--- src/rtl/eop_fence_writer.sv ---
module eop_fence_writer #(
  parameter int PERF_STEP = 4
) (
  input  logic        clk,
  input  logic        rst_n,
  input  logic        drain,
  input  logic [31:0] evt_ctl,
  input  logic [31:0] addr_lo,
  input  logic [31:0] data_ctl,
  input  logic [31:0] data_lo,
  input  logic [31:0] data_hi,
  output logic        mem_req,
  output logic [47:0] mem_addr,
  output logic [63:0] mem_data,
  output logic        mem_wide,
  input  logic        mem_ack,
  output logic        irq,
  output logic        err,
  output logic [5:0]  evt_type,
  output logic [3:0]  evt_index
);

  localparam logic [2:0] SEL_NONE = 3'd0;
  localparam logic [2:0] SEL_LO32 = 3'd1;
  localparam logic [2:0] SEL_IMM64 = 3'd2;
  localparam logic [2:0] SEL_CLK = 3'd3;
  localparam logic [2:0] SEL_PERF = 3'd4;
  localparam logic [1:0] IRQ_NOW = 2'd1;
  localparam logic [1:0] IRQ_ACK = 2'd2;
  localparam logic [1:0] IRQ_BAD = 2'd3;
  localparam logic [63:0] PSTEP = 64'(PERF_STEP);

  logic [63:0] clk_cnt, perf_cnt;
  logic        confirm_q;

  wire [2:0] dsel = data_ctl[31:29];
  wire [1:0] isel = data_ctl[25:24];

  wire done   = mem_req && mem_ack;
  wire accept = drain && (!mem_req || mem_ack);
  wire bad    = (dsel > SEL_PERF) || (isel == IRQ_BAD) ||
                (isel == IRQ_NOW && dsel != SEL_NONE);
  wire writes = !bad && dsel != SEL_NONE;
  wire quick  = !bad && dsel == SEL_NONE && isel != 2'd0;

  logic [63:0] payload;
  always_comb begin
    case (dsel)
      SEL_LO32:  payload = {32'h0, data_lo};
      SEL_IMM64: payload = {data_hi, data_lo};
      SEL_CLK:   payload = clk_cnt;
      default:   payload = perf_cnt;
    endcase
  end

  always_ff @(posedge clk or negedge rst_n) begin
    if (!rst_n) begin
      clk_cnt   <= '0;
      perf_cnt  <= '0;
      confirm_q <= 1'b0;
      mem_req   <= 1'b0;
      mem_addr  <= '0;
      mem_data  <= '0;
      mem_wide  <= 1'b0;
      irq       <= 1'b0;
      err       <= 1'b0;
      evt_type  <= '0;
      evt_index <= '0;
    end else begin
      clk_cnt  <= clk_cnt + 64'd1;
      perf_cnt <= perf_cnt + PSTEP;
      irq      <= (accept && quick) || (done && confirm_q);
      err      <= accept && bad;
      if (done) mem_req <= 1'b0;
      if (accept) begin
        evt_type  <= evt_ctl[5:0];
        evt_index <= evt_ctl[11:8];
        if (writes) begin
          mem_req   <= 1'b1;
          mem_addr  <= {data_ctl[15:0], addr_lo};
          mem_data  <= payload;
          mem_wide  <= dsel != SEL_LO32;
          confirm_q <= isel == IRQ_ACK;
        end
      end
    end
  end

endmodule

--- config.mk ---
export PLATFORM = sky130hd
export DESIGN_NAME = eop_fence_writer
export DESIGN_NICKNAME = d
export VERILOG_FILES = /design/src/rtl/eop_fence_writer.sv
export SDC_FILE = /design/constraint.sdc
export NUM_CORES = 1
export LEC_CHECK = 0
export ABC_AREA = 1
export BUFFER_PORTS_ARGS = -buffer_cell sky130_fd_sc_hd__buf_2
export CAP_MARGIN = 10
export CORE_AREA = 2 2 186 188
export CTS_BUF_LIST = sky130_fd_sc_hd__clkbuf_4 sky130_fd_sc_hd__clkbuf_8 sky130_fd_sc_hd__clkbuf_16
export DETAILED_ROUTE_END_ITERATION = 10
export DIE_AREA = 0 0 188 190
export HOLD_SLACK_MARGIN = 0.1
export PLACE_DENSITY = 0.62
export SLEW_MARGIN = 25
export SYNTH_ARGS = -nofsm -noshare
export SYNTH_HDL_FRONTEND = slang
export SYNTH_SLANG_ARGS = --single-unit
--- constraint.sdc ---
create_clock -name clk -period 2 [get_ports clk]
set_input_delay 0.5 -clock clk [delete_from_list [all_inputs] [get_ports clk]]
set_output_delay 0.5 -clock clk [all_outputs]
set_load 0.01 [all_outputs]
[Word-level counts from Yosys, hierarchy flattened]
Index checks and enable logic that the tools add are counted.
Cells by class
  muxes and demuxes: 4
  add/subtract/negate cells: 2
  bitwise logic cells: 0
  $lt $le $gt $ge: 1
  eq/ne operators: 7
  div/mod/pow operators: 0
  reductions and logical operators: 19
  shift-type cells: 0
  multipliers: 0
Operator list (number)
  case mux 64 bit (3 select lines): 1
  adder 64 x 1 -> 64 bit (second input constant): 1
  adder 64 x 3 -> 64 bit (second input constant): 1
  logical AND 1 bit: 9
  equality test 3 x 2 -> 1 bit (second input constant): 2
  equality test 2 bit (second input constant): 2
  logical OR 1 bit: 4
  equality test 3 x 1 -> 1 bit (second input constant): 1
  greater-than comparator 3 bit (second input constant): 1
  zero test 3 bit: 1
  two-way mux 1 bit: 3
  inequality test 3 x 1 -> 1 bit (second input constant): 1
  nonzero test 3 bit: 1
  equality test 2 x 1 -> 1 bit (second input constant): 1
  zero test 1 bit: 2
  AND reduction 2 bit: 1
  nonzero test 2 bit: 1
Storage, ports and cells
  memory bits (read-only): 0
  register bits: 255
  memory bits (writable): 0
  bits in latches: 0
  memories: 0
  logic and storage cells: 44
  output and inout port bits: 126

[Logic depth before layout (Yosys ltp)]
  depth in word-level cells: 8
  depth in mapped cells: 10

[Least setup slack after synthesis]
No wires, ideal clock.
  kind: flip-flop to flip-flop
  from: register clk_cnt[0]
  to: register clk_cnt[32]
  arrival: 1489 ps
  path buffers: 0
  library setup time: 122 ps
  required time: 1878 ps
  path slack: 389 ps
  cell stages (with the launch flop): 8
  path through: dfrtp_1 ha_1 inv_1 nor2_1 nand2_1 nor2_2 nand2_1 xor2_1
Between the ends
  longest elaborated chain between the ends: 1
Ends and longest elaborated chain
  start: declaration: line 33  | logic [63:0] clk_cnt, perf_cnt;
  start signal: assignment: line 70  | clk_cnt <= clk_cnt + 64'd1;
  adder 64 x 1 -> 64 bit: line 70
No other way between the ends.
A chain may end at the register's enable or synchronous reset.

[Worst setup path after layout]
  from: register clk_cnt[18]
  to: register clk_cnt[55]
The elaborated chain is that of the path after synthesis.

==> impl_metrics.env <==
export IMPL_finalCriticalPeriod_ns=1.84
export IMPL_vias_per_cell=4.96
export IMPL_seq_power_share_pct=44.6
export IMPL_final_hold_violation_count=0
export IMPL_grtUsageTotal_pct=24.4
export IMPL_post_cts_buffers=0
export IMPL_power_switching_uw=3310
export IMPL_power_total_uw=12800
export IMPL_drv_slew=0
export IMPL_drive_gt1_share_pct=17.4
export IMPL_grt_max_degree=74
export IMPL_post_place_ws_ns=-0.0129
export IMPL_cp_max_fo=4
export IMPL_clkPwrFrac_pct=43.3
export IMPL_die_area_sq_um=35700
export IMPL_htreeDepth=1
export IMPL_die_x_microns=188
export IMPL_clk_latency_ns=0.56
export IMPL_drtIter0Drc=983
export IMPL_portBuffers=256
export IMPL_fin_nets=2306
export IMPL_via_count=13000
export IMPL_cap_violations=0
export IMPL_holdCritStartpoint="addr_lo[10]"
export IMPL_post_route_period_util_pct=92.1
export IMPL_fp_row_count=68
export IMPL_fmax_mhz=543
export IMPL_crit_type="reg -> reg"
export IMPL_final_core_utilization_pct=48.1
export IMPL_combPwrFrac_pct=12.1
export IMPL_cts_tree="yes"
export IMPL_fin_setup_tns_ns=0
export IMPL_worstHoldPathCells=3
export IMPL_min_delay_worst_endpoint="mem_addr[10]$_DFFE_PN0P_"
export IMPL_worstMarginPinSlew_ns=0.451
export IMPL_hold_path_class="in -> reg"
export IMPL_drc=0
export IMPL_final_cells=2616
export IMPL_n_fill_cell=3444
export IMPL_dp_hpwl_microns=34200
export IMPL_powerDensity_nw_per_um2=783
export IMPL_p_leak_uw=0.00786
export IMPL_ys_seq_elements=253
export IMPL_cp_end_kind="flip-flop"
export IMPL_syn_num_nets=2030
export IMPL_p_int_uw=9490
export IMPL_coreArea_sq_um=33900
export IMPL_numCtsBuffers=29
export IMPL_start_util_pct=39.1
export IMPL_path_clk_slew_ns=0.06
export IMPL_r2r_start="clk_cnt[18]$_DFF_PN0_"
export IMPL_cts_sinks=253
export IMPL_relSlewSlack_pct=69.9
export IMPL_gp_congestion=0.925
export IMPL_irDropWorstVdd_uv=628
export IMPL_path_cells="nand2_1 -> nor2_1 -> nand2_1 -> nor2_1 -> nand2_1 -> o21ai_0 -> nand2_1"
export IMPL_ioPinCount=290
export IMPL_placed_cells=2562
export IMPL_dr_pass1_iters=5
export IMPL_cp_start_kind="flip-flop"
export IMPL_routed_wl_microns=43400
export IMPL_syn_area_sq_um=13300
export IMPL_r2r_end="clk_cnt[55]$_DFF_PN0_"
export IMPL_ys_warn_count=0
export IMPL_synthCells=1863
export IMPL_diodes=0
export IMPL_grt_pass1_wl_microns=68600
export IMPL_chipHeight_microns=190
export IMPL_setup_viol=0
export IMPL_reg2reg_slack_ns=0.16
export IMPL_critPathSlowestCell="dfrtp_1"
export IMPL_yosysSeqAreaShare_pct=47.7
export IMPL_reg2regPathDepth=7
export IMPL_ant_nets=0
export IMPL_slowest_delay_ns=0.48
export IMPL_ys_types=26
export IMPL_grt_overflow=0
export IMPL_antenna_found_initial=0
export IMPL_finalWorstSetupSlack_ns=0.157
export IMPL_area_growth_pct=23.1
export IMPL_cts_root_buf="clkbuf_16"
export IMPL_cts_path_max_buffers=3
export IMPL_avgRoutedWirePerCell_microns=16.6
export IMPL_run_status="finished clean"
export IMPL_grt_pass1_vias=12700
export IMPL_synth_area_per_cell_sq_um=7.13
export IMPL_required_ns=2.44
export IMPL_sw_frac_of_total_pct=25.9
export IMPL_worst_ep_arrival_time_ns=2.28
export IMPL_path_common_cell="nand2_1"
export IMPL_finalClockSkew_ns=0.0144
## power groups by stage
stage	Combinational [uW]	Clock (uW)	Sequential (uW)
2_1_floorplan	526	0	5990
3_3_place_gp	1550	0	5790
3_5_place_dp	1570	0	5800
4_1_cts	1580	5640	5710
5_1_grt	1730	5860	5760
6_report	1540	5540	5710
## routing by layer
metal	vias to the layer above	global-route usage, %	part of all wire, %
li1	6388	-	-
met1	6128	32.2	44
met2	370	42.4	48
met3	80	2.45	4.9
met5	-	0	0
met4	0	7.36	3.1
## logic make-up (layout without fill, tap and decap cells)
family / after synthesis / in the layout / share of synthesized area, %
xor+xnor: 63 / 63 / 4.16
simple gates: 1327 / 1327 / 39.8
fa+ha+maj: 3 / 3 / 0.283
compound gates: 74 / 74 / 3.48
buf+inv: 143 / 441 / 4.56
flops: 253 / 253 / 47.7
## final cells by class
class | count | area [sq um] | area share, %
timing repair buffer | 293 | 1720 | 10.5
tap | 455 | 569 | 3.48
inverter | 95 | 358 | 2.19
clock buffer | 44 | 901 | 5.51
clock inverter | 9 | 109 | 0.666
multi-input combinational | 1467 | 6350 | 38.9
sequential | 253 | 6330 | 38.7
## flip-flops by register name (all words and copies together) (netlist names)
| name | count |
|---|---|
| mem_data | 64 |
| irq | 1 |
| mem_req | 1 |
| confirm_q | 1 |
| mem_addr | 48 |
| perf_cnt | 62 |
| evt_index | 4 |
| err | 1 |
| mem_wide | 1 |
| clk_cnt | 64 |
| evt_type | 6 |
## critical path, delay by kind of cell, from the launching register on
kind	cells	cell delay, ns
AOI/OAI and AO/OA	1	0.20
and+or+nand+nor	6	1.03
DFF	1	0.48
## per-stage QoR
step	hold slack, ns	instance area [sq um]
after floorplan	0.204	13300
after global placement	0.449	15300
after detailed placement	0.457	15300
after CTS	0.126	16300
after global routing	0.135	16300
final	0.140	16300
## synth_stat cells (all sizes together)
cell type | n | area share [%]
a21boi | 1 | 0.057
a21oi | 2 | 0.10
a22oi | 2 | 0.11
buf | 33 | 1.5
clkbuf | 15 | 0.42
dfrtp | 253 | 48
ha | 3 | 0.28
inv | 95 | 2.7
nand2 | 968 | 27
nand3 | 38 | 1.5
nand3b | 3 | 0.17
nand4 | 58 | 2.7
nor2 | 259 | 7.9
o211ai | 32 | 1.8
o21ai | 37 | 1.4
or2 | 1 | 0.047
xnor2 | 40 | 2.6
xor2 | 23 | 1.5
## repair_timing
item | CTS | global route
hold buffers | 1 | 0
gates resized for setup | 0 | 2
hold endpoints to repair | 253 | 0
setup endpoints to repair | 0 | 6
## cell usage in the layout (no fill, tap or decap), drive strengths merged, types with 2 or more instances in the layout
| master | n |
|---|---|
| a21oi | 2 |
| a22oi | 2 |
| buf | 292 |
| bufinv | 2 |
| clkbuf | 44 |
| clkinv | 3 |
| clkinvlp | 4 |
| dfrtp | 253 |
| ha | 3 |
| inv | 95 |
| nand2 | 968 |
| nand3 | 38 |
| nand3b | 3 |
| nand4 | 58 |
| nor2 | 259 |
| o211ai | 32 |
| o21ai | 37 |
| xnor2 | 40 |
| xor2 | 23 |
## worst max path at each step
stage	cells after the start	to	from	slack (ns)
finish	7	clk_cnt[55]$_DFF_PN0_	clk_cnt[18]$_DFF_PN0_	0.16
global route	8	perf_cnt[60]$_DFF_PN0_	perf_cnt[3]$_DFF_PN0_	-0.008
CTS	10	clk_cnt[44]$_DFF_PN0_	clk_cnt[1]$_DFF_PN0_	0.08
detailed placement	8	confirm_q$_DFFE_PN0P_	data_ctl[29]	-0.01
global placement	8	confirm_q$_DFFE_PN0P_	data_ctl[29]	0.08
floorplan	7	clk_cnt[32]$_DFF_PN0_	clk_cnt[0]$_DFF_PN0_	0.39
(Power assumes the default switching activity.)
